--- src/rtl/gwdt_pkg.sv ---
// Shared constants, types and the divide table of the guarded watchdog.
// Assumes a 32-bit data bus and a 16-bit counter; the key widths follow.
package gwdt_pkg;

    localparam int DATA_W   = 32;
    localparam int CNT_W    = 16;
    localparam int CODE_W   = 3;
    localparam int PRESC_W  = 12;

    localparam logic [DATA_W-CNT_W-1:0] KEY_CNT = 16'h5A5A;
    localparam logic [DATA_W-9:0]       KEY_CSR = 24'hA5A5A5;

    localparam int CNT_OFS  = 0;
    localparam int CSR_OFS  = 4;

    localparam int BIT_EN   = 7;
    localparam int BIT_BUSY = 5;
    localparam int BIT_OVF  = 4;

    typedef struct packed {
        logic              en;
        logic              ovf;
        logic [CODE_W-1:0] code;
    } ctrl_t;

    // Terminal count of the prescaler (divide ratio minus one) for a code.
    function automatic logic [PRESC_W-1:0] presc_last(input logic [CODE_W-1:0] code);
        int sh;
        case (code)
            3'd0:    sh = 0;
            3'd1:    sh = 2;
            3'd2:    sh = 4;
            3'd3:    sh = 5;
            3'd4:    sh = 6;
            3'd5:    sh = 7;
            3'd6:    sh = 10;
            default: sh = 12;
        endcase
        return PRESC_W'((1 << sh) - 1);
    endfunction

endpackage

--- src/rtl/gwdt_prescaler.sv ---
// Prescaler: emits a one-cycle tick every N system clocks, N from the code.
// Assumes code only changes together with restart (an accepted write).
// A restart clears the phase and suppresses the tick of that cycle.
module gwdt_prescaler
    import gwdt_pkg::*;
(
    input  logic              clk,
    input  logic              rst_n,
    input  logic              restart,
    input  logic [CODE_W-1:0] code,
    output logic              tick
);

    logic [PRESC_W-1:0] phase_q;
    logic [PRESC_W-1:0] last;

    // Terminal count of the selected ratio.
    always_comb last = presc_last(code);

    // Tick when the phase reaches its terminal count, unless restarting.
    always_comb tick = (phase_q >= last) && !restart;

    // Phase counter: cleared on reset, restart or terminal count.
    always_ff @(posedge clk) begin
        if (!rst_n) begin
            phase_q <= '0;
        end else if (restart || (phase_q >= last)) begin
            phase_q <= '0;
        end else begin
            phase_q <= phase_q + 1'b1;
        end
    end

endmodule

--- src/rtl/gwdt_regfile.sv ---
// Register file: key checks, control/status state, busy window, read mux.
// Assumes one write strobe per cycle; reads are address-driven each cycle.
module gwdt_regfile
    import gwdt_pkg::*;
#(
    parameter int ADDR_W     = 4,
    parameter int BUSY_TICKS = 2
) (
    input  logic              clk,
    input  logic              rst_n,
    input  logic [ADDR_W-1:0] bus_addr,
    input  logic              bus_we,
    input  logic [DATA_W-1:0] bus_wdata,
    output logic [DATA_W-1:0] bus_rdata,
    output logic              bus_ready,
    input  logic              tick,
    input  logic              wrap,
    input  logic [CNT_W-1:0]  cnt_val,
    output ctrl_t             ctrl,
    output logic              busy,
    output logic              csr_acc,
    output logic              cnt_load,
    output logic [CNT_W-1:0]  cnt_load_val,
    output logic              restart
);

    localparam int BC_W = $clog2(BUSY_TICKS + 1);
    localparam logic [ADDR_W-1:0] A_CNT = ADDR_W'(CNT_OFS);
    localparam logic [ADDR_W-1:0] A_CSR = ADDR_W'(CSR_OFS);

    ctrl_t           ctrl_q;
    logic [BC_W-1:0] busy_q;
    logic            csr_key_ok;
    logic            cnt_key_ok;
    logic [DATA_W-1:0] csr_word;
    logic            unused_wbits;

    // Reserved data bits are never stored.
    assign unused_wbits = ^{bus_wdata[6:5], bus_wdata[3]};

    // Key comparison for each register.
    always_comb begin
        csr_key_ok = (bus_wdata[DATA_W-1:8] == KEY_CSR);
        cnt_key_ok = (bus_wdata[DATA_W-1:CNT_W] == KEY_CNT);
    end

    // Accept strobes: correct address, correct key, no write in flight.
    always_comb begin
        csr_acc      = bus_we && (bus_addr == A_CSR) && csr_key_ok && !busy;
        cnt_load     = bus_we && (bus_addr == A_CNT) && cnt_key_ok && !busy;
        cnt_load_val = bus_wdata[CNT_W-1:0];
        restart      = csr_acc || cnt_load;
        busy         = (busy_q != '0);
        ctrl         = ctrl_q;
    end

    // Control/status state; overflow is sticky until a keyed clear.
    always_ff @(posedge clk) begin
        if (!rst_n) begin
            ctrl_q <= '0;
        end else if (csr_acc) begin
            ctrl_q.en   <= bus_wdata[BIT_EN];
            ctrl_q.code <= bus_wdata[CODE_W-1:0];
            ctrl_q.ovf  <= ctrl_q.ovf && bus_wdata[BIT_OVF];
        end else if (wrap) begin
            ctrl_q.ovf  <= 1'b1;
        end
    end

    // Busy window: loaded on accept, counted down on prescaled ticks.
    always_ff @(posedge clk) begin
        if (!rst_n) begin
            busy_q <= '0;
        end else if (restart) begin
            busy_q <= BC_W'(BUSY_TICKS);
        end else if (tick && (busy_q != '0)) begin
            busy_q <= busy_q - 1'b1;
        end
    end

    // Status word as seen by a reader.
    always_comb begin
        csr_word           = '0;
        csr_word[BIT_EN]   = ctrl_q.en;
        csr_word[BIT_BUSY] = busy;
        csr_word[BIT_OVF]  = ctrl_q.ovf;
        csr_word[CODE_W-1:0] = ctrl_q.code;
    end

    // Registered read mux and write acknowledge.
    always_ff @(posedge clk) begin
        if (!rst_n) begin
            bus_rdata <= '0;
            bus_ready <= 1'b0;
        end else begin
            bus_ready <= bus_we;
            case (bus_addr)
                A_CSR:   bus_rdata <= csr_word;
                A_CNT:   bus_rdata <= {{(DATA_W-CNT_W){1'b0}}, cnt_val};
                default: bus_rdata <= '0;
            endcase
        end
    end

endmodule

--- src/rtl/gwdt_counter.sv ---
// Timeout counter with wrap detection and a fixed-length reset request.
// Assumes load and tick never coincide (a load restarts the prescaler).
module gwdt_counter
    import gwdt_pkg::*;
#(
    parameter int PULSE_W = 4
) (
    input  logic             clk,
    input  logic             rst_n,
    input  logic             en,
    input  logic             tick,
    input  logic             load,
    input  logic [CNT_W-1:0] load_val,
    output logic [CNT_W-1:0] cnt,
    output logic             wrap,
    output logic             rst_req
);

    localparam int PW_W = $clog2(PULSE_W + 1);

    logic [CNT_W-1:0] cnt_q;
    logic [PW_W-1:0]  pulse_q;

    // Wrap happens on an enabled tick at the all-ones value.
    always_comb begin
        wrap    = en && tick && (cnt_q == {CNT_W{1'b1}});
        cnt     = cnt_q;
        rst_req = (pulse_q != '0);
    end

    // Counter: load from the bus, else step on enabled ticks.
    always_ff @(posedge clk) begin
        if (!rst_n) begin
            cnt_q <= '0;
        end else if (load) begin
            cnt_q <= load_val;
        end else if (en && tick) begin
            cnt_q <= cnt_q + 1'b1;
        end
    end

    // Request pulse length counter.
    always_ff @(posedge clk) begin
        if (!rst_n) begin
            pulse_q <= '0;
        end else if (wrap) begin
            pulse_q <= PW_W'(PULSE_W);
        end else if (pulse_q != '0) begin
            pulse_q <= pulse_q - 1'b1;
        end
    end

endmodule

--- src/rtl/guarded_wdt.sv ---
// Top of the guarded watchdog: register file, prescaler and counter.
// Assumes a single clock domain and synchronous active-low reset.
module guarded_wdt
    import gwdt_pkg::*;
#(
    parameter int ADDR_W     = 4,
    parameter int PULSE_W    = 4,
    parameter int BUSY_TICKS = 2
) (
    input  logic              clk,
    input  logic              rst_n,
    input  logic [ADDR_W-1:0] bus_addr,
    input  logic              bus_we,
    input  logic [31:0]       bus_wdata,
    output logic [31:0]       bus_rdata,
    output logic              bus_ready,
    output logic              rst_req
);

    ctrl_t             ctrl_w;
    logic              en_w;
    logic [CODE_W-1:0] code_w;
    logic              ovf_w;
    logic              busy_w;
    logic              csr_acc_w;
    logic              cnt_load_w;
    logic [CNT_W-1:0]  cnt_load_val_w;
    logic [CNT_W-1:0]  cnt_w;
    logic              restart_w;
    logic              tick_w;
    logic              wrap_w;

    // Unpack control fields for the datapath.
    always_comb begin
        en_w   = ctrl_w.en;
        code_w = ctrl_w.code;
        ovf_w  = ctrl_w.ovf;
    end

    gwdt_regfile #(
        .ADDR_W     (ADDR_W),
        .BUSY_TICKS (BUSY_TICKS)
    ) u_regs (
        .clk          (clk),
        .rst_n        (rst_n),
        .bus_addr     (bus_addr),
        .bus_we       (bus_we),
        .bus_wdata    (bus_wdata),
        .bus_rdata    (bus_rdata),
        .bus_ready    (bus_ready),
        .tick         (tick_w),
        .wrap         (wrap_w),
        .cnt_val      (cnt_w),
        .ctrl         (ctrl_w),
        .busy         (busy_w),
        .csr_acc      (csr_acc_w),
        .cnt_load     (cnt_load_w),
        .cnt_load_val (cnt_load_val_w),
        .restart      (restart_w)
    );

    gwdt_prescaler u_presc (
        .clk     (clk),
        .rst_n   (rst_n),
        .restart (restart_w),
        .code    (code_w),
        .tick    (tick_w)
    );

    gwdt_counter #(
        .PULSE_W (PULSE_W)
    ) u_cnt (
        .clk      (clk),
        .rst_n    (rst_n),
        .en       (en_w),
        .tick     (tick_w),
        .load     (cnt_load_w),
        .load_val (cnt_load_val_w),
        .cnt      (cnt_w),
        .wrap     (wrap_w),
        .rst_req  (rst_req)
    );

endmodule

--- config.mk ---
export PLATFORM = sky130hd
export DESIGN_NAME = guarded_wdt
export DESIGN_NICKNAME = d
export VERILOG_FILES = /design/src/rtl/gwdt_pkg.sv /design/src/rtl/gwdt_prescaler.sv /design/src/rtl/gwdt_regfile.sv /design/src/rtl/gwdt_counter.sv /design/src/rtl/guarded_wdt.sv
export SDC_FILE = /design/constraint.sdc
export NUM_CORES = 1
export LEC_CHECK = 0
export ABC_CLOCK_PERIOD_IN_PS = 4820
export CAP_MARGIN = 20
export CORE_UTILIZATION = 50
export DETAILED_ROUTE_END_ITERATION = 7
export PLACE_DENSITY = 0.84
export SETUP_SLACK_MARGIN = 0.1
export SYNTH_ARGS = -nofsm -noshare
export SYNTH_HDL_FRONTEND = slang
export SYNTH_SLANG_ARGS = --single-unit
export TNS_END_PERCENT = 5
--- constraint.sdc ---
create_clock -name clk -period 4.82 [get_ports clk]
set_clock_uncertainty 0.05 [all_clocks]
set_input_delay 0.482 -clock clk [delete_from_list [all_inputs] [get_ports clk]]
set_output_delay 0.482 -clock clk [all_outputs]
set_load 0.01 [all_outputs]
---- Word level (Yosys, flattened, before mapping) ----
Cells that the tools add are included.
cells by class
  reduce and logical (&&, ||, !) cells .... 26
  shift operators ......................... 1
  div/mod/pow operators ................... 0
  equal/unequal tests ..................... 10
  $lt $le $gt $ge ......................... 1
  $mul .................................... 0
  $add $sub $neg .......................... 5
  bitwise logic cells ..................... 1
  muxes and demuxes ....................... 10
operators by type and width
  cell                                                 number
  two-way mux 16 bit                                   2
  case mux 16 bit (2 select lines)                     1
  case mux 4 bit (7 select lines)                      1
  == test 24 bit (second input constant)               1
  adder 16 x 1 -> 16 bit (second input constant)       1
  == test 16 x 15 -> 1 bit (second input constant)     1
  == test 16 bit (second input constant)               1
  adder 12 x 1 -> 12 bit (second input constant)       1
  greater-or-equal comparator 12 bit                   1
  << shifter 1 x 4 -> 12 bit (first input constant)    1
  subtractor 12 x 2 -> 12 bit (second input constant)  1
  logical AND 1 bit                                    11
  nonzero test 2 bit                                   5
  == test 3 bit (second input constant)                3
  == test 3 x 2 -> 1 bit (second input constant)       2
  two-way mux 3 bit                                    2
  OR reduction 2 bit                                   3
  == test 4 x 3 -> 1 bit (second input constant)       1
  logical NOT 4 bit                                    1
  two-way mux 2 bit                                    2
  == test 3 x 1 -> 1 bit (second input constant)       1
  logical NOT 3 bit                                    1
  nonzero test 3 bit                                   1
  subtractor 3 x 1 -> 3 bit (second input constant)    1
  5 further kinds                                      8
storage, ports and cells
  output and inout port bits .............. 34
  bits in read-only memories .............. 0
  bits of input ports ..................... 39
  register bits after elaboration ......... 71
  latch bits .............................. 0
  word-level logic and storage cells ...... 65
  RAM bits ................................ 0
  memories kept ........................... 0

---- Depth between registers and ports, before layout ----
  depth after elaboration ................. 11
  mapped depth ............................ 20
  gate-level depth less buffers ........... 17

---- Modules after synthesis ----
From an unflattened synthesis, not the netlist that was laid out.
second synthesis, totals
  cells, all modules ...................... 386
  area, all modules ....................... 3469.6 um^2
by module, submodules not included
  module          cells each  seq. area each (um^2)  area an instance (um^2)  times used
  gwdt_regfile    132         480.5                  1247.4                   1
  gwdt_counter    127         380.4                  1113.6                   1
  gwdt_prescaler  127         240.2                  1108.6                   1

---- Least setup slack after synthesis ----
No wires, ideal clock.
  kind .................................... reg2reg
  from .................................... reg, netlist name u_regs.ctrl[1]
  to ...................................... reg u_cnt.cnt_q[3], in the netlist u_cnt.cnt[3]
  buffers on the path ..................... 2
  data required time ...................... 4.648 ns
  cell stages (with the launch flop) ...... 19
  slack ................................... 1.055 ns
  clock period less this slack ............ 3.765 ns
  arrival time ............................ 3.594 ns
  library setup time ...................... 0.122 ns
  cell sequence ........................... dfxtp_1 > clkbuf_1 > inv_1 > ha_1 > nor2_1 > nand4_1 > ha_1 > nor2b_1 > a22o_1 > a221oi_1 > nor2_1 > a21oi_1 > ha_1 > nand2_1 > nor2_1 > a2111oi_4 > buf_4 > nor3_1 > a221o_1
between the ends
  longest elaborated chain between the ends .. 8
  elaborated cells between the ends (all ways) .. 14
  those cells by class .................... add/sub: 1; order compare: 1; eq/ne: 6; shift: 1; mux: 1; reduce/logical: 4
ends and longest elaborated chain
  element                                      line                  RTL
  == test 3 bit, or another cell as far along  gwdt_pkg.sv:29        case (code)
  case mux 4 bit (7 select lines) (*)          gwdt_pkg.sv:29
  << shifter 1 x 4 -> 12 bit (*)               gwdt_pkg.sv:39        return PRESC_W'((1 << sh) - 1);
  subtractor 12 x 2 -> 12 bit (*)              gwdt_pkg.sv:39
  greater-or-equal comparator 12 bit (*)       gwdt_prescaler.sv:21  always_comb tick = (phase_q >= last) && !restart;
  logical AND 1 bit (*)                        gwdt_prescaler.sv:21
  logical AND 1 bit (*)                        gwdt_counter.sv:37    end else if (en && tick) begin
  nonzero test 2 bit (no source line) (*)      -
  to (signal assigned)                         gwdt_counter.sv:36    cnt_q <= load_val;
  to (signal assigned)                         gwdt_counter.sv:38    cnt_q <= cnt_q + 1'b1;
  to (decl)                                    gwdt_counter.sv:21    logic [CNT_W-1:0] cnt_q;
Every way passes the cells marked *; elsewhere a longest branch is shown, timed or not.
A chain may end at the register's enable or synchronous reset.

---- Final worst setup path ----
  from .................................... reg, netlist name u_regs.ctrl[2]
  to ...................................... reg u_cnt.pulse_q[0]
between the ends
  longest elaborated chain between the ends .. 9
  elaborated cells between the ends (all ways) .. 15
  those cells by class .................... add/sub: 1; order compare: 1; eq/ne: 6; shift: 1; mux: 1; reduce/logical: 5
ends and longest elaborated chain
  element                                      line                  RTL
  == test 3 bit, or another cell as far along  gwdt_pkg.sv:29
  case mux 4 bit (7 select lines) (*)          gwdt_pkg.sv:29
  << shifter 1 x 4 -> 12 bit (*)               gwdt_pkg.sv:39
  subtractor 12 x 2 -> 12 bit (*)              gwdt_pkg.sv:39
  greater-or-equal comparator 12 bit (*)       gwdt_prescaler.sv:21
  logical AND 1 bit (*)                        gwdt_prescaler.sv:21
  logical AND 1 bit (*) (2 in a row)           gwdt_counter.sv:26    wrap = en && tick && (cnt_q == {CNT_W{1'b1}});
  OR reduction 2 bit (no source line) (*)      -
  to (signal assigned)                         gwdt_counter.sv:47    pulse_q <= PW_W'(PULSE_W);
  to (signal assigned)                         gwdt_counter.sv:49    pulse_q <= pulse_q - 1'b1;
  to (decl)                                    gwdt_counter.sv:22    logic [PW_W-1:0] pulse_q;
Marks and branches as above.

==> out/qor.yml <==
outcome:
  status: "finished, final reports clean"
placed_design:
  hpwl_microns: 5547
  gp_congestion: 0.9369
  portBuffers: 56
logic_synthesis:
  async_flop_share_pct: 0
  synth_edf_count: 0
  synth_cell_types: 52
  syn_area_per_cell_sq_um: 8.468
  ys.warnings.count: 0
  syn_inst: 392
  synthFlopType: "dfxtp_1"
  yosys_register_bits: 55
  ys_seq_area_share_pct: 33.17
  netlist_area_sq_um: 3319
worst_setup_path:
  regToRegEndpoint: "u_cnt.pulse_q[0]"
  critPathCaptureType: "register"
  crit_type: "register to register"
  reg2reg_slack_ns: 0.42
  path_max_fanout: 31
  cp.required_ns: 5.00
  start_kind: "register"
  cp.arrival_ns: 4.58
  reg2reg_depth: 18
  r2r_start: "u_regs.ctrl[2]"
worst_hold_path:
  hold_path_class: "register to register"
  hp-start: "u_regs.ctrl[3]"
  hold_path_depth: 2
  min_delay_worst_endpoint: "u_regs.ctrl[3]"
grt:
  use_met1_pct: 27.37
  grt_pass1_vias: 2731
  grt_pass1_wl_microns: 12550
  overflow: 0
  grt_busiest_layer: "met2"
  grtUsageMet3_pct: 4.748
  grt_usage_pct: 21.96
  antenna_found_initial: 0
  met2_usage_pct: 37.41
  grt_max_degree: 32
power_and_ir_drop:
  p_int_uw: 659.3
  seq_power_share_pct: 51.8
  p_per_area_nw_per_um2: 232.1
  p_sw_share_pct: 28.13
  clkPwrFrac_pct: 30.1
  power_uw: 917.3
  power_switching_uw: 258.0
  p_leak_uw: 0.001568
  peakVddDrop_uv: 169.4
  comb_power_share_pct: 18.1
clock_tree:
  cts_tree: "done"
  clk_pin_slew_ns: 0.12
  clk_path_buf_depth: 2
  root_buffer: "clkbuf_8"
  cts.sinks: 55
  cts_hold_buf: 0
  ctsHtreeMaxLevel: 2
  postCtsResizedCells: 0
  cts_buffers: 5
  post_cts_buffers: 0
  clk_latency_ns: 0.32
sta:
  fin_crit_ns: 4.403
  setup_viol: 0
  slew_viol_final: 0
  rsz0062_at_grt: "no"
  hold_viol_final: 0
  hold_ws_ns: 0.4335
  worst_pin_slew_ns: 0.9378
  max_freq_mhz: 227.1
  fin_setup_tns_ns: 0
  period_share_pct: 91.35
  slew_headroom_pct: 37.01
floorplan:
  initial_core_util_pct: 51.98
  die-area_sq_um: 6969
  fp.dieW_microns: 83.48
  core_sq_um: 6386
  io-pin-count: 73
  row_count: 29
  die_height_microns: 83.48
drt:
  drc: 0
  drt-pass1-iter-count: 5
  vias: 2991
  routed_wl_microns: 7569
  wl_per_cell_microns: 14.61
  ant_nets: 0
  drtIter0Drc: 206
  via_per_inst: 5.774
final_layout:
  antenna_cells: 0
  drive_above_1_share_pct: 4.762
  layout.nets: 503
  synthToLayoutAreaGrowth_pct: 19.07
run:
  maxCapViolations: 0
[sequential cells by signal, indices dropped and copies added (netlist names)]
register          cells
u_cnt.cnt            16
u_regs.bus_rdata     16
u_presc.phase_q      12
u_regs.ctrl           5
u_cnt.pulse_q         3
u_regs.busy_q         2
u_regs.bus_ready      1
[layer usage]
layer  vias up  routed length [microns]
met5         -                        0
met3        12                      522
met4         0                      128
met1      1383                     3218
met2       122                     3699
li1       1474                        -
[cells in the mapped netlist (all sizes together) (3+ instances only)]
cell type | n | area share [%]
a211oi | 3 | 0.68
nor2b | 3 | 0.57
or4 | 6 | 1.4
a31oi | 6 | 1.3
nor2 | 45 | 5.1
a22oi | 9 | 2.0
nand4b | 4 | 1.1
a21o | 3 | 0.68
or3 | 6 | 1.1
inv | 23 | 2.6
and3 | 20 | 3.8
xnor2 | 5 | 1.3
o211ai | 4 | 0.90
buf | 22 | 4.8
nand3 | 24 | 4.0
mux2i | 5 | 1.5
nand2 | 26 | 2.9
a21oi | 12 | 1.8
nand4bb | 7 | 2.4
nor3 | 5 | 0.75
nand4 | 8 | 1.5
nor4 | 5 | 1.8
ha | 24 | 9.0
o21ai | 19 | 2.9
clkbuf | 12 | 1.4
dfxtp | 55 | 33
xor2 | 8 | 2.1
[worst max-delay path, stage by stage, from the launching register on]
cell       delay [ns]
dfxtp_1          0.56
inv_1            0.21
ha_1             0.44
nor2_1           0.09
nand4_1          0.11
ha_1             0.15
nor2b_1          0.32
nor2_1           0.10
a22o_1           0.20
a221oi_1         0.26
nor2_1           0.10
a21oi_1          0.14
ha_1             0.16
a21oi_1          0.06
nor2_1           0.23
a2111oi_4        0.06
buf_4            0.24
or4_1            0.62
and3_1           0.21
[through the flow]
step / cell area, sq um / worst slack (ns) / util (%) / instances
after CTS: 3953 / 0.5073 / 61.89 / 518
after global placement: 3857 / 0.7831 / 60.40 / 510
after global routing: 3953 / 0.1668 / 61.89 / 518
final: 3953 / 0.4170 / 61.89 / 518
after floorplan: 3376 / 1.055 / - / 407
after detailed placement: 3857 / 0.5711 / 60.40 / 510
[placed cells by master, fill, tap and decap left out, drive strengths merged, types with 3 or more instances in the layout]
cell type,netlist,layout
a21o,3,3
a21oi,12,12
nand4bb,7,7
nor2b,3,3
nand4,8,8
or3,6,6
clkdlybuf4s50,0,56
dfxtp,55,55
mux2i,5,5
clkbuf,12,5
nand4b,4,4
o211ai,4,4
xnor2,5,5
and3,20,20
nor4,5,5
a31oi,6,6
inv,23,25
conb,1,16
xor2,8,8
nand3,24,24
nor2,45,45
or4,6,6
a211oi,3,3
ha,24,24
nor3,5,5
a22oi,9,9
nand2,26,26
o21ai,19,19
buf,22,4
[final cells by class]
class	count	area [sq um]
inverters	23	86.33
multi-input cells	295	1983
flip-flops and latches	55	1101
clock inverters	3	26.28
repair buffers	60	590.6
clock buffers	5	68.82
fillers	551	2434
well taps	77	96.34
[power groups by stage]
| stage | sequential [uW] | combinational [uW] | clock [uW] |
|---|---|---|---|
| finish | 475 | 166 | 276 |
| global route | 476 | 183 | 294 |
| CTS | 475 | 167 | 283 |
| detailed placement | 486 | 166 | 0 |
| global placement | 486 | 156 | 0 |
| floorplan | 485 | 104 | 0 |
[cell families after synthesis]
| group | Yosys count | synth area share [%] |
|---|---|---|
| compound gates | 70 | 14.78 |
| xor+xnor | 13 | 3.430 |
| fa+ha+maj | 24 | 9.046 |
| buf+inv | 57 | 8.782 |
| flops | 55 | 33.17 |
| mux | 5 | 1.508 |
| other cells | 1 | 0.1130 |
| simple gates | 167 | 29.17 |
[worst max path at each step]
stage                     depth (start not counted)                to            from
after floorplan                                  18      u_cnt.cnt[3]  u_regs.ctrl[1]
after global placement                           18  u_cnt.pulse_q[1]  u_regs.ctrl[2]
after detailed placement                         18  u_cnt.pulse_q[0]  u_regs.ctrl[2]
after CTS                                        18  u_cnt.pulse_q[0]  u_regs.ctrl[2]
after global routing                             18  u_cnt.pulse_q[0]  u_regs.ctrl[2]
final                                            18  u_cnt.pulse_q[0]  u_regs.ctrl[2]
(Power assumes the default switching activity.)
